===== config.mk =====
export PLATFORM = sky130hd
export DESIGN_NAME = rand_word_regs
export DESIGN_NICKNAME = d
export VERILOG_FILES = /design/src/rtl/rwg_pkg.sv /design/src/rtl/rwg_lfsr.sv /design/src/rtl/rwg_outbuf.sv /design/src/rtl/rwg_flags.sv /design/src/rtl/rand_word_regs.sv
export SDC_FILE = /design/constraint.sdc
export NUM_CORES = 1
export LEC_CHECK = 0
export BUFFER_PORTS_ARGS = -buffer_cell sky130_fd_sc_hd__buf_2
export CAP_MARGIN = 30
export CORE_ASPECT_RATIO = 2
export CORE_MARGIN = 2
export CORE_UTILIZATION = 30
export DETAILED_ROUTE_END_ITERATION = 6
export GPL_ROUTABILITY_DRIVEN = 0
export SLEW_MARGIN = 40
export SYNTH_ARGS = -nofsm -noshare
export SYNTH_HDL_FRONTEND = slang
export SYNTH_SLANG_ARGS = --single-unit

===== constraint.sdc =====
create_clock -name clk_i -period 4.2 [get_ports clk_i]
set_input_delay 0.84 -clock clk_i [delete_from_list [all_inputs] [get_ports clk_i]]
set_output_delay 0.84 -clock clk_i [all_outputs]
set_load 0.005 [all_outputs]

===== src/rtl/rwg_pkg.sv =====
package rwg_pkg;
  typedef enum logic [1:0] {
    SEL_CTRL = 2'd0,
    SEL_STAT = 2'd1,
    SEL_ENT  = 2'd2,
    SEL_OUT  = 2'd3
  } reg_sel_e;

  // control bit positions
  localparam int unsigned C_GEN   = 0;
  localparam int unsigned C_ASSUR = 1;
  localparam int unsigned C_MASK  = 2;
  localparam int unsigned C_CLR   = 3;
  localparam int unsigned C_SLEEP = 4;

  // status bit positions
  localparam int unsigned S_SECV  = 0;
  localparam int unsigned S_LRS   = 1;
  localparam int unsigned S_UFLOW = 2;
  localparam int unsigned S_ERR   = 3;
  localparam int unsigned S_SLEEP = 4;
  localparam int unsigned S_LVL   = 8;
  localparam int unsigned S_SIZE  = 16;
  localparam int unsigned FIELD_W = 8;
  localparam int unsigned OUT_WORDS = 1;
endpackage


===== src/rtl/rwg_lfsr.sv =====
module rwg_lfsr #(
  parameter int unsigned W    = 32,
  parameter logic [W-1:0] TAPS = 32'h8020_0003,
  parameter logic [W-1:0] SEED = 32'h1ACE_B00C
) (
  input  logic         clk_i,
  input  logic         rst_ni,
  input  logic         mix_en_i,
  input  logic [W-1:0] mix_val_i,
  output logic [W-1:0] state_o
);
  logic [W-1:0] state_q, step, mixed, state_d;

  always_comb begin
    step  = (state_q >> 1) ^ (state_q[0] ? TAPS : '0);
    mixed = state_q ^ mix_val_i;
    if (mix_en_i) state_d = (mixed == '0) ? SEED : mixed;
    else          state_d = step;
  end

  always_ff @(posedge clk_i or negedge rst_ni) begin
    if (!rst_ni) state_q <= SEED;
    else         state_q <= state_d;
  end

  assign state_o = state_q;
endmodule


===== src/rtl/rwg_outbuf.sv =====
module rwg_outbuf #(
  parameter int unsigned W   = 32,
  parameter int unsigned LAT = 16
) (
  input  logic         clk_i,
  input  logic         rst_ni,
  input  logic         run_i,
  input  logic [W-1:0] src_i,
  input  logic         take_i,
  output logic [W-1:0] word_o,
  output logic         full_o
);
  localparam int unsigned CNT_W = $clog2(LAT + 1);
  localparam logic [CNT_W-1:0] LAST = CNT_W'(LAT - 1);

  logic [CNT_W-1:0] cnt_q;
  logic [W-1:0]     word_q;
  logic             full_q, load;

  assign load = run_i && !full_q && (cnt_q == LAST);

  always_ff @(posedge clk_i or negedge rst_ni) begin
    if (!rst_ni) begin
      cnt_q  <= '0;
      word_q <= '0;
      full_q <= 1'b0;
    end else begin
      if (!run_i || full_q || load) cnt_q <= '0;
      else                          cnt_q <= cnt_q + 1'b1;
      if (load) begin
        word_q <= src_i;
        full_q <= 1'b1;
      end else if (take_i && full_q) begin
        word_q <= '0;
        full_q <= 1'b0;
      end
    end
  end

  assign word_o = word_q;
  assign full_o = full_q;
endmodule


===== src/rtl/rwg_flags.sv =====
module rwg_flags (
  input  logic clk_i,
  input  logic rst_ni,
  input  logic uflow_i,
  input  logic good_rd_i,
  input  logic stat_rd_i,
  input  logic clr_i,
  input  logic assur_i,
  output logic secv_o,
  output logic lrs_o,
  output logic uflow_o,
  output logic err_o
);
  always_ff @(posedge clk_i or negedge rst_ni) begin
    if (!rst_ni) begin
      secv_o  <= 1'b0;
      lrs_o   <= 1'b0;
      uflow_o <= 1'b0;
      err_o   <= 1'b0;
    end else begin
      if (uflow_i && assur_i) secv_o <= 1'b1;

      if (uflow_i)                     lrs_o <= 1'b1;
      else if (good_rd_i || stat_rd_i) lrs_o <= 1'b0;

      if (uflow_i)        uflow_o <= 1'b1;
      else if (stat_rd_i) uflow_o <= 1'b0;

      if (uflow_i)    err_o <= 1'b1;
      else if (clr_i) err_o <= 1'b0;
    end
  end
endmodule


===== src/rtl/rand_word_regs.sv =====
module rand_word_regs
  import rwg_pkg::*;
#(
  parameter int unsigned DATA_W   = 32,
  parameter int unsigned ADDR_W   = 4,
  parameter int unsigned LOAD_LAT = 16
) (
  input  logic              clk_i,
  input  logic              rst_ni,
  input  logic              req_i,
  input  logic              we_i,
  input  logic [ADDR_W-1:0] addr_i,
  input  logic [DATA_W-1:0] wdata_i,
  output logic [DATA_W-1:0] rdata_o,
  input  logic              doze_i,
  output logic              irq_o
);
  reg_sel_e    sel;
  logic        hit, rd, wr;
  logic        go_q, ha_q, intm_q, sleep_q, asleep;
  logic        ctrl_wr, stat_rd, ent_wr, out_rd;
  logic        uflow, good_rd, clri_pulse;
  logic        secv, lrs, oru, erri, out_full;
  logic [DATA_W-1:0] lfsr_q, out_word;

  assign sel     = reg_sel_e'(addr_i[3:2]);
  assign hit     = req_i && (addr_i[1:0] == 2'b00);
  assign rd      = hit && !we_i;
  assign wr      = hit && we_i;
  assign ctrl_wr = wr && (sel == SEL_CTRL);
  assign ent_wr  = wr && (sel == SEL_ENT);
  assign stat_rd = rd && (sel == SEL_STAT);
  assign out_rd  = rd && (sel == SEL_OUT);
  assign uflow   = out_rd && !out_full;
  assign good_rd = out_rd && out_full;
  assign clri_pulse = ctrl_wr && wdata_i[C_CLR];
  assign asleep  = sleep_q || doze_i;

  always_ff @(posedge clk_i or negedge rst_ni) begin
    if (!rst_ni) begin
      go_q    <= 1'b0;
      ha_q    <= 1'b0;
      intm_q  <= 1'b0;
      sleep_q <= 1'b0;
    end else if (ctrl_wr) begin
      go_q    <= go_q | wdata_i[C_GEN];
      ha_q    <= ha_q | wdata_i[C_ASSUR];
      intm_q  <= wdata_i[C_MASK];
      sleep_q <= wdata_i[C_SLEEP];
    end
  end

  rwg_lfsr #(.W(DATA_W)) u_lfsr (
    .clk_i     (clk_i),
    .rst_ni    (rst_ni),
    .mix_en_i  (ent_wr),
    .mix_val_i (wdata_i),
    .state_o   (lfsr_q)
  );

  rwg_outbuf #(.W(DATA_W), .LAT(LOAD_LAT)) u_outbuf (
    .clk_i  (clk_i),
    .rst_ni (rst_ni),
    .run_i  (go_q && !asleep),
    .src_i  (lfsr_q),
    .take_i (out_rd),
    .word_o (out_word),
    .full_o (out_full)
  );

  rwg_flags u_flags (
    .clk_i     (clk_i),
    .rst_ni    (rst_ni),
    .uflow_i   (uflow),
    .good_rd_i (good_rd),
    .stat_rd_i (stat_rd),
    .clr_i     (clri_pulse),
    .assur_i   (ha_q),
    .secv_o    (secv),
    .lrs_o     (lrs),
    .uflow_o   (oru),
    .err_o     (erri)
  );

  always_comb begin
    rdata_o = '0;
    if (rd) begin
      unique case (sel)
        SEL_CTRL: begin
          rdata_o[C_GEN]   = go_q;
          rdata_o[C_ASSUR] = ha_q;
          rdata_o[C_MASK]  = intm_q;
          rdata_o[C_SLEEP] = sleep_q;
        end
        SEL_STAT: begin
          rdata_o[S_SECV]  = secv;
          rdata_o[S_LRS]   = lrs;
          rdata_o[S_UFLOW] = oru;
          rdata_o[S_ERR]   = erri;
          rdata_o[S_SLEEP] = asleep;
          rdata_o[S_LVL +: FIELD_W]  = FIELD_W'(out_full);
          rdata_o[S_SIZE +: FIELD_W] = FIELD_W'(OUT_WORDS);
        end
        SEL_OUT:  rdata_o = out_word;
        default:  rdata_o = '0;
      endcase
    end
  end

  assign irq_o = erri && !intm_q;
endmodule


; ---- Word-level counts from Yosys, hierarchy flattened
; Index checks and enable logic that the tools add are counted.
[op_classes]
addsub = 1
eq_ne = 4
muxes = 21
bitwise_logic = 4
reduce_logical = 31
[op_table]
columns = operator, n
row1 = two-way mux 32 bit, 6
row2 = zero test 32 bit, 1
row3 = one-hot mux 16 bit (2 select lines), 1
row4 = XOR 31 x 32 -> 32 bit, 1
row5 = XOR 32 bit, 1
row6 = logical AND 1 bit, 15
row7 = one-hot mux 3 bit (3 select lines), 1
row8 = two-way mux 1 bit, 8
row9 = two-way mux 8 bit, 1
row10 = nonzero test 2 bit, 4
row11 = "adder 5 x 1 -> 5 bit, second input constant", 1
row12 = "equality test 5 x 4 -> 1 bit, second input constant", 1
row13 = zero test 1 bit, 5
row14 = two-way mux 5 bit, 1
row15 = "equality test 2 bit, second input constant", 2
row16 = zero test 2 bit, 2
row17 = logical OR 1 bit, 4
row18 = two-way mux 3 bit, 1
row19 = one-hot mux 1 bit (3 select lines), 1
row20 = "equality test 2 x 1 -> 1 bit, second input constant", 1
row21 = bitwise OR 1 bit, 2
row22 = one-hot mux 1 bit (2 select lines), 1
[word_totals]
register_bits = 78
input_bits = 41
out_inout_bits = 33
wordCells = 73

; ---- Logic depth before layout (Yosys ltp)
[depth]
word_depth = 8
depth_mapped = 8
depth_no_buf = 6

; ---- Modules after synthesis
; From an unflattened synthesis, not the netlist that was laid out.
[hier_totals]
hier_cells = 334
area_unflattened_um2 = 4165.2
[by_module_without_submodules]
columns = module, instances, cells_per_inst, area_each_um2, seq_area_each_um2
row1 = rwg_outbuf, 1, 131, 1878.1, 950.9
row2 = rwg_lfsr, 1, 118, 1571.5, 817.0
row3 = rand_word_regs, 1, 74, 574.3, 100.1
row4 = rwg_flags, 1, 11, 141.4, 100.1

; ---- Worst setup path after synthesis
; No wires, ideal clock.
[synth_path]
kind = input to output
start = input we_i
end = output rdata_o[10]
arrival_ns = 1.765
t_required_ns = 3.360
setup_slack_ns = 1.595
stages = 5
n_path_buf = 1
path_cell_list = nor4b_4 > nand2_4 > nor2_8 > clkbuf_2 > and2_1
[synth_between]
elab_chain_cells = 3
[synth_rtl]
columns = element, line
row1 = "start, declared", rand_word_regs.sv:11  ; input logic we_i,
row2 = zero test 1 bit, rand_word_regs.sv:28  ; assign rd = hit && !we_i;
row3 = logical AND 1 bit, rand_word_regs.sv:28
row4 = two-way mux 32 bit, rand_word_regs.sv:87  ; if (rd) begin
row5 = "end, declared", rand_word_regs.sv:14  ; output logic [DATA_W-1:0] rdata_o,
; No other way between the ends.

; ---- Worst setup path after layout
[layout_path]
start = input we_i
end = output rdata_o[12]
; The elaborated chain is that of the path after synthesis.

==> impl_metrics.csv <==
group,metric,value,unit
setup_path,critical_path_arrival,2.12,ns
detailed_routing,route.detailed.drc,0,
timing,fmax,338.4,MHz
status,run_status,"complete, no violations",
power_and_ir_drop,power.ir.vdd_worst,0.2381,mV
synthesis,synth-seq-cells,78,
detailed_routing,route.top_layer_used,"met4",
floorplanning,initial_core_util,30.63,%
finish,syn_to_final_growth,20.74,%
finish,final_net_count,435,
setup_path,critical-path-slowest-cell,"sky130_fd_sc_hd__nor4b_4",
timing,drv_slew,0,
global_routing,initial_antenna_violation_count,0,
finish,total_non_filler_cell_area_in_the_finished_layout,4458,um^2
setup_path,critical_path_required,3.36,ns
synthesis,synth_area_leaders,"sky130_fd_sc_hd__dfrtp_1 44%, sky130_fd_sc_hd__dfstp_2 9.3%, sky130_fd_sc_hd__xnor2_1 8.1%, sky130_fd_sc_hd__a22o_1 7.8%, sky130_fd_sc_hd__and2_1 4.7%",
floorplanning,core_area,12050,um^2
placed_design,place.port_buffers,73,
global_routing,first_global_vias,2801,
clock_tree,cts_hold_repair.buffers,0,
timing,timing.final.setup_violations,0,
synthesis,syn_nets,367,
setup_path,timing.setup.critical_path_class,"in -> out",
worst_hold_path,timing.hold.worst.class,"reg -> reg",
setup_path,crit_path_end_kind,"output pin",
floorplanning,die_h,160.9,um
power_and_ir_drop,power_leakage,0.002110,uW
power_and_ir_drop,combinational_group_share_of_total_power,22.0,%
detailed_routing,met2_length,5031,um
timing,maxSlewHeadroom,52.65,%
clock_tree,ctsHtreeMaxLevel,3,
timing,final_period_minus_worst_setup_slack,2.955,ns
synthesis,synth_top_area_share,44.05,%
floorplanning,floorplan.die_area,13260,um^2
placed_design,dpl.hpwl,6781,um
synthesis,synth_sequential_area_ratio,53.30,%
setup_path,cp-startpoint,"we_i",
power_and_ir_drop,pwr-share-clk,30.7,%
power_and_ir_drop,power.total,2450,uW
global_routing,wire_length_of_the_first_global_routing_pass,14760,um
placed_design,dpl-instance-area,4174,um^2
synthesis,synth_cells,324,
synthesis,avgSynthCellArea,11.40,um^2
timing,worst_hold_slack,0.4649,ns
synthesis,yosysWarningCount,0,
global_routing,grt_max_degree,79,
clock_tree,path_clk_slew,0.05,ns
timing,rsz_0062_raised_after_global_routing,"no",
floorplanning,placement_rows,57,
setup_path,startpoint_type,"input port",
power_and_ir_drop,internal_cell_power,1685,uW
detailed_routing,post_drt_via_cell_ratio,4.831,
clock_tree,cts.sinks,78,
setup_path,worst_r2r_startpoint,"u_outbuf.cnt_q[0]",
setup_path,path_cells,"buf_2 > nor4b_4 > nand2_4 > nor2_8 > and2_1 > buf_2",
synthesis,post_synth_arst_share,100.0,%
finish,fillerInstances,1186,
timing,finalCritPeriodShare,70.37,%
detailed_routing,post_drt_wl_per_cell,16.87,um
synthesis,synth.lib_cells_used.distinct,36,
clock_tree,tritoncts,"yes",
detailed_routing,antenna_left,0,
power_and_ir_drop,cellPowerDensity,549.6,nW/um^2
clock_tree,clock_latency,0.33,ns
detailed_routing,detailroute.wirelength.met3,382,um
setup_path,critPathMostFrequentCell,"sky130_fd_sc_hd__buf_2",
power_and_ir_drop,switching_power,765.7,uW
job,max-cap-violations,0,
finish,ant_diodes,0,
synthesis,ys_dominant_reg_cell,"sky130_fd_sc_hd__dfrtp_1",
setup_path,path_max_fanout,28,
power_and_ir_drop,power_frac_seq,47.3,%
synthesis,synth_top_cell_by_area,"sky130_fd_sc_hd__dfrtp_1",
global_routing,grt_total_usage,15.14,%
power_and_ir_drop,power.switching_fraction,31.25,%
detailed_routing,detailedRoute.firstPassIterationCount,4,
clock_tree,ctsRootBufferMaster,"sky130_fd_sc_hd__clkbuf_16",
timing,fin_worst_skew,0.005775,ns
timing,setup-tns-final,0,ns
floorplanning,die-width,82.45,um
detailed_routing,overall_routed_net_length,9177,um
synthesis,synth.cell_area,3692,um^2
clock_tree,cts-resized-gates,0,
detailed_routing,drt_iter0_drcs,202,
clock_tree,cts_setup_buffers,0,
global_routing,globalRouteOverflowTotal,0,
clock_tree,cts_buffers,9,
clock_tree,cts_buffer_depth,2,
finish,drive_above_1_share,31.74,%
detailed_routing,wirelength_met1,3438,um
timing,slew_at_the_pin_closest_to_its_max_slew_limit,0.7102,ns
timing,report.final.hold_viol_count,0,
floorplanning,io_pins,74,
synthesis,synth_edf_count,0,
worst_hold_path,min-delay-start,"u_outbuf.cnt_q[0]",
detailed_routing,vias,2628,
setup_path,timing.critical_path.slowest_cell_delay,0.37,ns
cell usage after synthesis, types with 4 or more instances:
| cell | instances |
|---|---|
| sky130_fd_sc_hd__a22o_1 | 33 |
| sky130_fd_sc_hd__buf_2 | 10 |
| sky130_fd_sc_hd__xnor2_1 | 34 |
| sky130_fd_sc_hd__nor2_1 | 27 |
| sky130_fd_sc_hd__a21oi_2 | 11 |
| sky130_fd_sc_hd__buf_6 | 5 |
| sky130_fd_sc_hd__a21oi_1 | 4 |
| sky130_fd_sc_hd__dfrtp_1 | 65 |
| sky130_fd_sc_hd__nand2_1 | 21 |
| sky130_fd_sc_hd__nand4_1 | 8 |
| sky130_fd_sc_hd__and2_1 | 28 |
| sky130_fd_sc_hd__a22oi_1 | 4 |
| sky130_fd_sc_hd__mux2_2 | 6 |
| sky130_fd_sc_hd__inv_1 | 5 |
| sky130_fd_sc_hd__dfstp_2 | 13 |
| sky130_fd_sc_hd__o21ai_0 | 20 |
kinds of logic after synthesis:
family	Yosys count	synth area share [%]
AO/OA/AOI/OAI	78	16.03
AND/OR/NAND/NOR	96	14.71
flip-flops	78	53.30
adder cells (fa/ha/maj)	2	0.6776
multiplexers	9	2.643
buffers and inverters	24	3.863
XOR/XNOR	37	8.777
worst paths after layout:
kind	to	slack [ns]	cells past startpoint
worst min register to register	u_outbuf.cnt_q[0]	0.46	1
worst max-delay path	rdata_o[12]	1.24	6
max in group asynchronous	u_lfsr.state_o[9]	3.18	1
worst max register to register	u_outbuf.word_o[9]	1.95	8
worst min-delay path	u_outbuf.cnt_q[0]	0.46	1
min in group asynchronous	u_outbuf.word_o[29]	0.52	1
critical path: cells and delay by family:
kind                   cells  cell delay, ns
and+or+nand+nor            4            1.04
buffers and inverters      2            0.24
registers in the layout, summed over array words and instances, names as in the netlist:
register	count
u_lfsr.state_o	32
go_q	1
u_flags.uflow_o	1
intm_q	1
u_outbuf.word_o	32
sleep_q	1
u_flags.lrs_o	1
ha_q	1
u_flags.err_o	1
u_outbuf.full_o	1
u_outbuf.cnt_q	5
u_flags.secv_o	1
stage by stage:
stage | setup WS (ns) | util, % | instances
5_1_grt | 1.115 | 36.99 | 544
3_5_place_dp | 1.216 | 34.63 | 528
6_report | 1.245 | 36.99 | 544
3_3_place_gp | 1.230 | 34.31 | 527
2_1_floorplan | 1.595 | - | 324
4_1_cts | 1.213 | 36.99 | 544
power by group through the flow:
| stage | registers (uW) | clock network (uW) | logic [uW] |
|---|---|---|---|
| global route | 1190 | 810 | 608 |
| CTS | 1160 | 772 | 549 |
| global placement | 1170 | 0 | 534 |
| finish | 1160 | 752 | 539 |
| floorplan | 1110 | 0 | 411 |
| detailed placement | 1170 | 0 | 545 |
placed cells by master, fill, tap and decap left out, types with 4 or more instances in the layout:
cell,count
sky130_fd_sc_hd__nand4_1,8
sky130_fd_sc_hd__xnor2_1,34
sky130_fd_sc_hd__a22o_1,33
sky130_fd_sc_hd__dfstp_2,13
sky130_fd_sc_hd__clkbuf_16,9
sky130_fd_sc_hd__nor2_1,27
sky130_fd_sc_hd__a22oi_1,4
sky130_fd_sc_hd__nand2_1,21
sky130_fd_sc_hd__o21ai_0,20
sky130_fd_sc_hd__mux2_2,6
sky130_fd_sc_hd__inv_1,5
sky130_fd_sc_hd__dfrtp_1,65
sky130_fd_sc_hd__and2_1,28
sky130_fd_sc_hd__a21oi_1,4
sky130_fd_sc_hd__a21oi_2,10
sky130_fd_sc_hd__buf_2,72
layout make-up:
type,count,area (um^2),area share (%)
sequential,78,1968,44.15
timing repair buffer,76,414.1,9.290
clock buffer,12,236.5,5.305
multi-input combinational,222,1589,35.64
tap,147,183.9,4.126
inverter,5,18.77,0.4210
clock inverter,4,47.55,1.067
per-layer routing:
layer,vias up,global-route usage [%]
met3,18,3.483
met2,66,25.62
met5,-,0
met4,0,7.652
met1,1284,17.21
li1,1260,-
Power figures use the tool's default switching activity.
